[src/rtl/isq_pkg.sv]
package isq_pkg;
   typedef enum logic [2:0] {
      SRC_NONE, SRC_NMI, SRC_FIRQ, SRC_IRQ, SRC_TRAP1, SRC_TRAP2, SRC_TRAP3, SRC_RET
   } src_e;

   typedef enum logic [2:0] {ST_IDLE, ST_PUSH, ST_VHI, ST_VLO, ST_PULL} st_e;

   localparam int CC_ENTIRE = 7;
   localparam int CC_FMASK  = 6;
   localparam int CC_IMASK  = 4;
   localparam logic [7:0] CC_RESET = 8'h50;

   // Low nibble of the even table address for each source; NONE means reset.
   function automatic logic [3:0] vec_nibble(src_e s);
      case (s)
         SRC_NMI:   return 4'hC;
         SRC_FIRQ:  return 4'h6;
         SRC_IRQ:   return 4'h8;
         SRC_TRAP1: return 4'hA;
         SRC_TRAP2: return 4'h4;
         SRC_TRAP3: return 4'h2;
         default:   return 4'hE;
      endcase
   endfunction

   function automatic logic [7:0] apply_masks(src_e s, logic [7:0] c);
      logic [7:0] r;
      r = c;
      case (s)
         SRC_NMI, SRC_FIRQ, SRC_TRAP1: begin
            r[CC_FMASK] = 1'b1;
            r[CC_IMASK] = 1'b1;
         end
         SRC_IRQ: r[CC_IMASK] = 1'b1;
         default: r = c;
      endcase
      return r;
   endfunction
endpackage

[src/rtl/isq_arbiter.sv]
module isq_arbiter
   import isq_pkg::*;
#(
   parameter int TRAPS = 3
) (
   input  logic             clk,
   input  logic             rst_n,
   input  logic             enable,
   input  logic             nmi,
   input  logic             firq,
   input  logic             irq,
   input  logic [TRAPS-1:0] trap,
   input  logic             ret,
   input  logic             f_mask,
   input  logic             i_mask,
   output src_e             grant
);
   if (TRAPS != 3) begin : g_bad_traps
      $error("isq_arbiter: TRAPS must be 3");
   end

   always_comb begin
      grant = SRC_NONE;
      if (enable) begin
         if (nmi)                grant = SRC_NMI;
         else if (firq && !f_mask) grant = SRC_FIRQ;
         else if (irq && !i_mask)  grant = SRC_IRQ;
         else if (trap[0])       grant = SRC_TRAP1;
         else if (trap[1])       grant = SRC_TRAP2;
         else if (trap[2])       grant = SRC_TRAP3;
         else if (ret)           grant = SRC_RET;
      end
   end

   a_r6_firq_masked: assert property (@(posedge clk) disable iff (!rst_n)
      (grant == SRC_FIRQ) |-> !f_mask);
   a_r6_irq_masked: assert property (@(posedge clk) disable iff (!rst_n)
      (grant == SRC_IRQ) |-> !i_mask);
   a_r7_nmi_first: assert property (@(posedge clk) disable iff (!rst_n)
      (enable && nmi) |-> (grant == SRC_NMI));
   a_r10_busy_blind: assert property (@(posedge clk) disable iff (!rst_n)
      !enable |-> (grant == SRC_NONE));
endmodule

[src/rtl/isq_frame.sv]
module isq_frame #(
   parameter  int SLOTS = 12,
   parameter  int BW    = 8,
   localparam int IW    = $clog2(SLOTS)
) (
   input  logic                      clk,
   input  logic                      rst_n,
   input  logic                      cap_en,
   input  logic [SLOTS-1:0][BW-1:0]  cap_bytes,
   input  logic                      wr_en,
   input  logic [IW-1:0]             wr_slot,
   input  logic [BW-1:0]             wr_byte,
   output logic [SLOTS-1:0][BW-1:0]  slots
);
   if (SLOTS < 3) begin : g_bad_slots
      $error("isq_frame: at least three slots are needed");
   end

   logic [BW-1:0] q [SLOTS];

   for (genvar g = 0; g < SLOTS; g++) begin : g_slot
      always_ff @(posedge clk or negedge rst_n) begin
         if (!rst_n)
            q[g] <= '0;
         else if (cap_en)
            q[g] <= cap_bytes[g];
         else if (wr_en && (wr_slot == IW'(g)))
            q[g] <= wr_byte;
      end
      assign slots[g] = q[g];
   end

   a_r8_no_mixed_load: assert property (@(posedge clk) disable iff (!rst_n)
      !(cap_en && wr_en));
endmodule

[src/rtl/isq_top.sv]
module isq_top
   import isq_pkg::*;
#(
   parameter  int ADDR_W = 16,
   parameter  int BW     = 8,
   localparam int SLOTS  = 12,
   localparam int IW     = $clog2(SLOTS),
   localparam int LAST   = SLOTS - 1
) (
   input  logic              clk,
   input  logic              rst_n,
   input  logic              nmi_req,
   input  logic              firq_req,
   input  logic              irq_req,
   input  logic [2:0]        trap_req,
   input  logic              ret_req,
   input  logic [2*BW-1:0]   pc_in,
   input  logic [2*BW-1:0]   u_in,
   input  logic [2*BW-1:0]   y_in,
   input  logic [2*BW-1:0]   x_in,
   input  logic [BW-1:0]     dp_in,
   input  logic [BW-1:0]     b_in,
   input  logic [BW-1:0]     a_in,
   input  logic [BW-1:0]     cc_in,
   input  logic [ADDR_W-1:0] s_in,
   input  logic [BW-1:0]     rd_data,
   output logic [ADDR_W-1:0] bus_addr,
   output logic [BW-1:0]     bus_wdata,
   output logic              bus_we,
   output logic              bus_re,
   output logic [2*BW-1:0]   pc_out,
   output logic [BW-1:0]     cc_out,
   output logic [ADDR_W-1:0] s_out,
   output logic [BW-1:0]     a_out,
   output logic [BW-1:0]     b_out,
   output logic [BW-1:0]     dp_out,
   output logic [2*BW-1:0]   x_out,
   output logic [2*BW-1:0]   y_out,
   output logic [2*BW-1:0]   u_out,
   output logic              done
);
   if (BW != 8 || ADDR_W != 2 * BW) begin : g_bad_width
      $error("isq_top: byte width 8 and a two-byte address are required");
   end

   st_e                      st_q;
   src_e                     src_q, grant;
   logic [IW-1:0]            idx_q;
   logic [ADDR_W-1:0]        sp_q, vec_addr;
   logic                     fast_q;
   logic [BW-1:0]            vhi_q;
   logic [SLOTS-1:0][BW-1:0] cap_bytes, frame;
   logic                     cap_en, pull_wr;
   logic [IW-1:0]            pull_slot;
   logic [BW-1:0]            cc_stacked;

   isq_arbiter #(.TRAPS(3)) u_arb (
      .clk    (clk),
      .rst_n  (rst_n),
      .enable (st_q == ST_IDLE),
      .nmi    (nmi_req),
      .firq   (firq_req),
      .irq    (irq_req),
      .trap   (trap_req),
      .ret    (ret_req),
      .f_mask (cc_in[CC_FMASK]),
      .i_mask (cc_in[CC_IMASK]),
      .grant  (grant)
   );

   always_comb begin
      cc_stacked = cc_in;
      cc_stacked[CC_ENTIRE] = (grant != SRC_FIRQ);
      cap_bytes = {cc_stacked, a_in, b_in, dp_in, x_in, y_in, u_in, pc_in};
   end

   assign cap_en    = (grant != SRC_NONE) && (grant != SRC_RET);
   assign pull_wr   = (st_q == ST_PULL);
   assign pull_slot = IW'(LAST) - idx_q;

   isq_frame #(.SLOTS(SLOTS), .BW(BW)) u_frame (
      .clk       (clk),
      .rst_n     (rst_n),
      .cap_en    (cap_en),
      .cap_bytes (cap_bytes),
      .wr_en     (pull_wr),
      .wr_slot   (pull_slot),
      .wr_byte   (rd_data),
      .slots     (frame)
   );

   assign vec_addr = {{(ADDR_W-4){1'b1}}, vec_nibble(src_q)};

   always_comb begin
      bus_addr  = '0;
      bus_wdata = '0;
      bus_we    = 1'b0;
      bus_re    = 1'b0;
      case (st_q)
         ST_PUSH: begin
            bus_addr  = sp_q - 1'b1;
            bus_wdata = frame[idx_q];
            bus_we    = 1'b1;
         end
         ST_VHI: begin
            bus_addr = vec_addr;
            bus_re   = 1'b1;
         end
         ST_VLO: begin
            bus_addr = vec_addr | ADDR_W'(1);
            bus_re   = 1'b1;
         end
         ST_PULL: begin
            bus_addr = sp_q;
            bus_re   = 1'b1;
         end
         default: ;
      endcase
   end

   always_ff @(posedge clk or negedge rst_n) begin
      if (!rst_n) begin
         st_q   <= ST_VHI;
         src_q  <= SRC_NONE;
         idx_q  <= '0;
         sp_q   <= '0;
         fast_q <= 1'b0;
         vhi_q  <= '0;
         pc_out <= '0;
         cc_out <= CC_RESET;
         s_out  <= '0;
         done   <= 1'b0;
      end else begin
         done <= 1'b0;
         case (st_q)
            ST_IDLE: begin
               if (grant != SRC_NONE) begin
                  sp_q   <= s_in;
                  src_q  <= grant;
                  idx_q  <= '0;
                  fast_q <= (grant == SRC_FIRQ);
                  st_q   <= (grant == SRC_RET) ? ST_PULL : ST_PUSH;
               end
            end
            ST_PUSH: begin
               sp_q <= sp_q - 1'b1;
               if (idx_q == IW'(LAST))
                  st_q <= ST_VHI;
               else if (fast_q && idx_q == IW'(1))
                  idx_q <= IW'(LAST);
               else
                  idx_q <= idx_q + 1'b1;
            end
            ST_VHI: begin
               vhi_q <= rd_data;
               st_q  <= ST_VLO;
            end
            ST_VLO: begin
               pc_out <= {vhi_q, rd_data};
               if (src_q != SRC_NONE) begin
                  cc_out <= apply_masks(src_q, frame[LAST]);
                  s_out  <= sp_q;
               end
               done <= 1'b1;
               st_q <= ST_IDLE;
            end
            ST_PULL: begin
               sp_q <= sp_q + 1'b1;
               if (idx_q == '0)
                  idx_q <= rd_data[CC_ENTIRE] ? IW'(1) : IW'(LAST - 1);
               else if (idx_q == IW'(LAST)) begin
                  pc_out <= {frame[1], rd_data};
                  cc_out <= frame[LAST];
                  s_out  <= sp_q + 1'b1;
                  done   <= 1'b1;
                  st_q   <= ST_IDLE;
               end else
                  idx_q <= idx_q + 1'b1;
            end
            default: st_q <= ST_IDLE;
         endcase
      end
   end

   assign a_out  = frame[10];
   assign b_out  = frame[9];
   assign dp_out = frame[8];
   assign x_out  = {frame[7], frame[6]};
   assign y_out  = {frame[5], frame[4]};
   assign u_out  = {frame[3], frame[2]};

   a_r10_done_pulse: assert property (@(posedge clk) disable iff (!rst_n)
      done |=> !done);
   a_r2_strobe_excl: assert property (@(posedge clk) disable iff (!rst_n)
      !(bus_we && bus_re));
   a_r2_push_descends: assert property (@(posedge clk) disable iff (!rst_n)
      (bus_we && $past(bus_we)) |-> (bus_addr == $past(bus_addr) - 1'b1));
   a_r8_pull_ascends: assert property (@(posedge clk) disable iff (!rst_n)
      (st_q == ST_PULL && $past(st_q) == ST_PULL) |-> (bus_addr == $past(bus_addr) + 1'b1));
   a_r4_vector_pair: assert property (@(posedge clk) disable iff (!rst_n)
      (st_q == ST_VLO) |-> (bus_addr == ($past(bus_addr) | ADDR_W'(1))));
endmodule

[config.mk]
export PLATFORM = sky130hd
export DESIGN_NAME = isq_top
export DESIGN_NICKNAME = d
export VERILOG_FILES = /design/src/rtl/isq_pkg.sv /design/src/rtl/isq_arbiter.sv /design/src/rtl/isq_frame.sv /design/src/rtl/isq_top.sv
export SDC_FILE = /design/constraint.sdc
export NUM_CORES = 1
export LEC_CHECK = 0
export CAP_MARGIN = 20
export CORE_MARGIN = 2
export CORE_UTILIZATION = 40
export DETAILED_ROUTE_END_ITERATION = 10
export DONT_BUFFER_PORTS = 1
export GPL_ROUTABILITY_DRIVEN = 0
export PLACE_DENSITY = 0.54
export SETUP_SLACK_MARGIN = 0.05
export SYNTH_ARGS = -nofsm -noshare
export SYNTH_HDL_FRONTEND = slang
export SYNTH_SLANG_ARGS = --single-unit
[constraint.sdc]
create_clock -name clk -period 7.5 [get_ports clk]
set_input_delay 1.125 -clock clk [delete_from_list [all_inputs] [get_ports clk]]
set_output_delay 1.125 -clock clk [all_outputs]
set_load 0.01 [all_outputs]
---- After elaboration in Yosys (flattened, before gate mapping) ----
Cells that the tools add are included.
cells by class
  $add $sub $neg .......................... 4
  mux-type cells .......................... 70
  reductions and logical operators ........ 46
  equal/unequal tests ..................... 34
  order comparisons ....................... 1
operator list
  operator                                              number
  2-to-1 mux 8 bit                                      29
  2-to-1 mux 16 bit                                     6
  case mux 16 bit (2 select lines)                      2
  case mux 16 bit (4 select lines)                      1
  case mux 16 bit (3 select lines)                      1
  2-to-1 mux 3 bit                                      13
  binary-select mux 8 bit (select 4 bit)                1
  nonzero test 2 bit                                    13
  2-to-1 mux 4 bit                                      6
  case mux 4 bit (6 select lines)                       1
  equality test 4 bit (second input constant)           5
  adder 16 x 1 -> 16 bit (second input constant)        1
  equality test 4 x 3 -> 1 bit (second input constant)  4
  logical AND 1 bit                                     16
  case mux 8 bit (2 select lines)                       1
  subtractor 16 x 1 -> 16 bit (second input constant)   1
  equality test 3 x 2 -> 1 bit (second input constant)  5
  equality test 3 bit (second input constant)           5
  != test 2 bit (second input constant)                 6
  case mux 3 bit (4 select lines)                       1
  case mux 4 bit (3 select lines)                       1
  AND reduction 4 bit                                   3
  nonzero test 3 bit                                    3
  equality test 4 x 1 -> 1 bit (second input constant)  2
  other kinds (16)                                      28
storage, ports and cells
  flip-flop bits (word level) ............. 172
  output and inout port bits .............. 139
  input bits .............................. 129
  logic and storage cells ................. 177

---- Longest topological paths before layout ----
  depth in word-level cells ............... 12
  mapped depth ............................ 11
  mapped depth without buffers ............ 7

---- Modules after synthesis ----
Synthesis repeated with hierarchy kept, for this count alone.
unflattened totals
  cells, all modules ...................... 1189
  area, all modules ....................... 10608.9 sq um
by module, submodules not included
  module       seq. area each (sq um)  cells an instance  area an instance (sq um)  instances
  isq_top      1905.6                  601                5429.0                    1
  isq_frame    2402.3                  573                5086.1                    1
  isq_arbiter  0.0                     15                 93.8                      1

---- Worst setup path before layout ----
OpenSTA, ideal clock, no wires.
  kind .................................... flip-flop to output port
  from .................................... register st_q[2]
  to ...................................... output bus_addr[0]
  required time ........................... 6.375 ns
  cell stages (with the launch flop) ...... 11
  path buffers ............................ 5
  path slack .............................. 4.356 ns
  arrival ................................. 2.019 ns
  cells stage by stage .................... dfrtp_1 buf_4 or3b_1 buf_6 clkinv_4 buf_2 buf_2 buf_2 ha_1 o22ai_1 a21oi_1
between the ends
  longest elaborated chain between the ends .. 2
  elaborated cells between the ends (all ways) .. 5
  classes of those cells .................. eq/ne (4); mux (1)
ends and longest elaborated chain
  what                                               RTL line        text
  from (decl)                                        isq_top.sv:46   st_e st_q;
  from (signal assigned)                             isq_top.sv:142  st_q <= (grant == SRC_RET) ? ST_PULL : ST_PUSH;
  equality test 3 bit, or another cell as far along  isq_top.sv:99   case (st_q)
  case mux 16 bit (4 select lines) *                 isq_top.sv:99
  to (decl)                                          isq_top.sv:27   output logic [ADDR_W-1:0] bus_addr,
Every way passes the cells marked *; elsewhere a longest branch is shown, timed or not.

---- Worst setup path after layout ----
  from .................................... register sp_q[2]
  to ...................................... output bus_addr[9]
between the ends
  longest elaborated chain between the ends .. 2
ends and longest elaborated chain
  what                              RTL line        text
  from (decl)                       isq_top.sv:49   logic [ADDR_W-1:0] sp_q, vec_addr;
  from (signal assigned)            isq_top.sv:138  sp_q <= s_in;
  from (signal assigned)            isq_top.sv:146  sp_q <= sp_q - 1'b1;
  from (signal assigned)            isq_top.sv:168  sp_q <= sp_q + 1'b1;
  subtractor 16 x 1 -> 16 bit       isq_top.sv:101  bus_addr = sp_q - 1'b1;
  case mux 16 bit (4 select lines)  isq_top.sv:99
Every way passes these cells.

==> out/results.tsv <==
metric	value	unit
Top delay family on crit path	simple AND/OR/NAND/NOR gates	
Period Utilization, post-route	53.78	%
CTS tree	yes	
Clock Path Buffers	2	
Iter 0 DRT Violations	466	
Design Area, Final	11380	um^2
Final Hold Fails	0	
async set-or-reset flop fraction in the synthesized netlist	100.0	%
Nets	1027	
largest net degree at the start of global routing	173	
Hold WC Path Type	in2async	
max-cap viol count	0	
Pre-antenna DRT Iters	5	
WP buf/inv	0	
Initial Util	40.47	%
Die Height	171.4	um
FMAX	247.9	MHz
CTS buffer count	17	
# hold bufs at CTS	0	
Worst-path clk slew	0.08	ns
post-route minimum period	4.033	ns
startpoint type of the worst setup path	flip-flop	
cell area after synthesis	11210	um^2
Seq/Total Area, Yosys	38.42	%
EDFF count, synth	0	
# setup viols final	0	
Antenna Violating Nets Remaining	0	
RSZ-0062 raised after global routing	false	
worst path cell trace	nor3_1, nand3_1, nor2_1, xnor2_1, o31ai_1	
final-report max-slew violation count	0	
via count	7425	
Syn Inst Count	1019	
combinational power share	44.4	%
PostCTS Resize Cnt	0	
area delta synth->final	1.484	%
CTS Sinks	172	
Max VDD drop	0.1750	mV
Worst path max stage delay	0.73	ns
CP Class	reg2out	
PD cells	480.7	nW/um^2
Cell variety after synth	77	
first-pass GRT wire length	48620	um
leak pwr	4.654	nW
vias in the first global route	7347	
GRT Total Usage	22.43	%
Total Power	5.469	mW
Yosys warning count	0	
Power Internal	3.192	mW
layout cells sized above 1	34.22	%
Main synth FF type	dfrtp_1	
vias per std cell	5.792	
Core Region	27710	um^2
Critical Path Fanout Max	12	
Seq pwr share	38.6	%
top-area cell type share of the netlist area	37.72	%
Buffers on Ports	0	
FF+latch count, synth	172	
Remaining DRCs	0	
worst-margin pin slew	1.013	ns
Final Non-Filler Cells	1282	
IO Pins	268	
clk_lat worst skew	0.44	ns
Clk network pwr share	17.1	%
Die Area	29380	um^2
antenna violations before repair	2	
hpwl dp	22460	um
Placement Cell Area	10780	um^2
NetSw	2.277	mW
Die Wd	171.4	um
skew final	0.01261	ns
Final Worst Setup Slack	3.467	ns
Setup crit end kind	output port	
Slowest cell on crit path	nor3_1	
CP required	6.38	ns
Avg Cell Area, Syn	11.00	um^2
Placed Cells	1249	
fraction of power spent switching nets	41.63	%
Final TNS setup	0	ns
Total Wirelength	32970	um
Overflow after GRT	0	
Rows	61	
top cell type by total area after synthesis	dfrtp_1	
Net Count, Synth	1156	
clk root buf	clkbuf_16	
setup repair bufs after CTS	0	
top cells by area, synth	dfrtp_1 38%, mux2_2 16%, mux2_4 6.4%	
fin util	41.07	%
status	complete, no violations	
Avg WL per Cell	25.72	um
Placement Setup Slack	3.802	ns
Worst slew margin	32.49	%
WP data arrival	2.91	ns
hold_ws	0.3805	ns
htree depth	4	
-- cell type report --
cell class	count	area, um^2
inverters	17	68.82
fillers	2699	16330
repair buffers	8	60.06
well taps	378	473.0
flip-flops and latches	172	4309
multi-input cells	674	5867
clock inverters	14	158.9
clock buffers	18	439.2
diodes	1	2.502
-- state kept, by name, summed over array words and instances (netlist names), 4 cells and up --
signal and flops:
cc_out 8, idx_q 4, pc_out 16, s_out 16, sp_q 16, u_frame.slots 96, vhi_q 8
-- layout by cell type, fill, tap and decap left out, types with 8 or more instances in the layout --
| master | synthesis | routed |
|---|---|---|
| nand3_1 | 17 | 17 |
| nor3_1 | 13 | 13 |
| nor2_1 | 75 | 75 |
| a21oi_1 | 45 | 45 |
| buf_4 | 81 | 8 |
| a31oi_1 | 14 | 14 |
| nand2_1 | 56 | 56 |
| mux2i_1 | 12 | 12 |
| mux2_2 | 163 | 163 |
| dfrtp_1 | 169 | 168 |
| mux4_2 | 24 | 24 |
| inv_1 | 15 | 15 |
| clkbuf_16 | 0 | 17 |
| mux2_4 | 48 | 48 |
| o21ai_0 | 32 | 32 |
| ha_1 | 8 | 8 |
| xor2_1 | 11 | 11 |
| o211ai_1 | 9 | 9 |
| xnor2_1 | 17 | 17 |
-- metal layers --
layer / wire length [um] / vias to the layer above / part of all wire (%) / GRT usage, %
met3: 2919 / 23 / 8.9 / 8.306
met2: 15830 / 275 / 48 / 36.70
met5: 14 / - / 0.042 / 0
met4: 272 / 2 / 0.82 / 4.569
met1: 13930 / 3781 / 42 / 28.42
li1: - / 3344 / - / -
-- Yosys cell counts, drive strengths merged, types with 3 or more instances --
master and number:
a221oi 4, nor4 3, nor3 18, nor2b 5, nand2 67, a22o 5
o22ai 5, mux2i 12, buf 114, xor2 11, a211o 4, and4 3
o2bb2ai 4, dfstp 3, or3 3, mux2 215, nand2b 4, and2 4
inv 16, clkbuf 42, xnor2 17, o211ai 9, a21boi 3, o21ai 32
and3 3, nand4 6, nand3 18, a31o 3, ha 8, o221ai 4
mux4 24, dfrtp 169, or4 3, a22oi 6, a21oi 46, a2bb2oi 3
a31oi 15, nor3b 3, nor2 77, a21o 3
-- power by group through the flow --
stage	Clock (mW)	Combinational, mW	Sequential (mW)
6_report	0.934	2.43	2.11
4_1_cts	0.954	2.46	2.11
2_1_floorplan	0	2.56	1.69
3_3_place_gp	0	2.42	2.12
3_5_place_dp	0	2.45	2.13
5_1_grt	0.990	2.65	2.19
-- path summary, 6_finish.rpt --
check / start / endpoint / slack (ns) / cells after the start
max: sp_q[2] / bus_addr[9] / 3.47 / 5
min: rst_n / s_out[5] / 0.38 / 0
max reg2reg: st_q[2] / cc_out[7] / 3.90 / 6
min reg2reg: vhi_q[1] / vhi_q[1] / 0.51 / 1
max in group asynchronous: rst_n / u_frame.slots[0] / 6.82 / 0
min in group clk: vhi_q[1] / vhi_q[1] / 0.51 / 1
-- cells by family after synthesis --
kind of cell             count (synthesis)  share of synthesized area [%]
XOR/XNOR                                28                          2.187
AO/OA/AOI/OAI                          164                          9.720
flip-flops                             172                          38.42
multiplexers                           251                          29.09
buffers and inverters                  173                          9.374
AND/OR/NAND/NOR                        223                          10.31
adder cells (fa/ha/maj)                  8                         0.8928
-- worst register-to-register path: stages (launching register included) --
cell,delay (ns)
dfrtp_1,0.78
or3b_1,0.48
clkinv_4,0.30
a22o_1,0.84
and3_1,0.28
buf_4,0.40
mux2_2,0.40
Note: power is estimated with default switching activity, not from simulation.
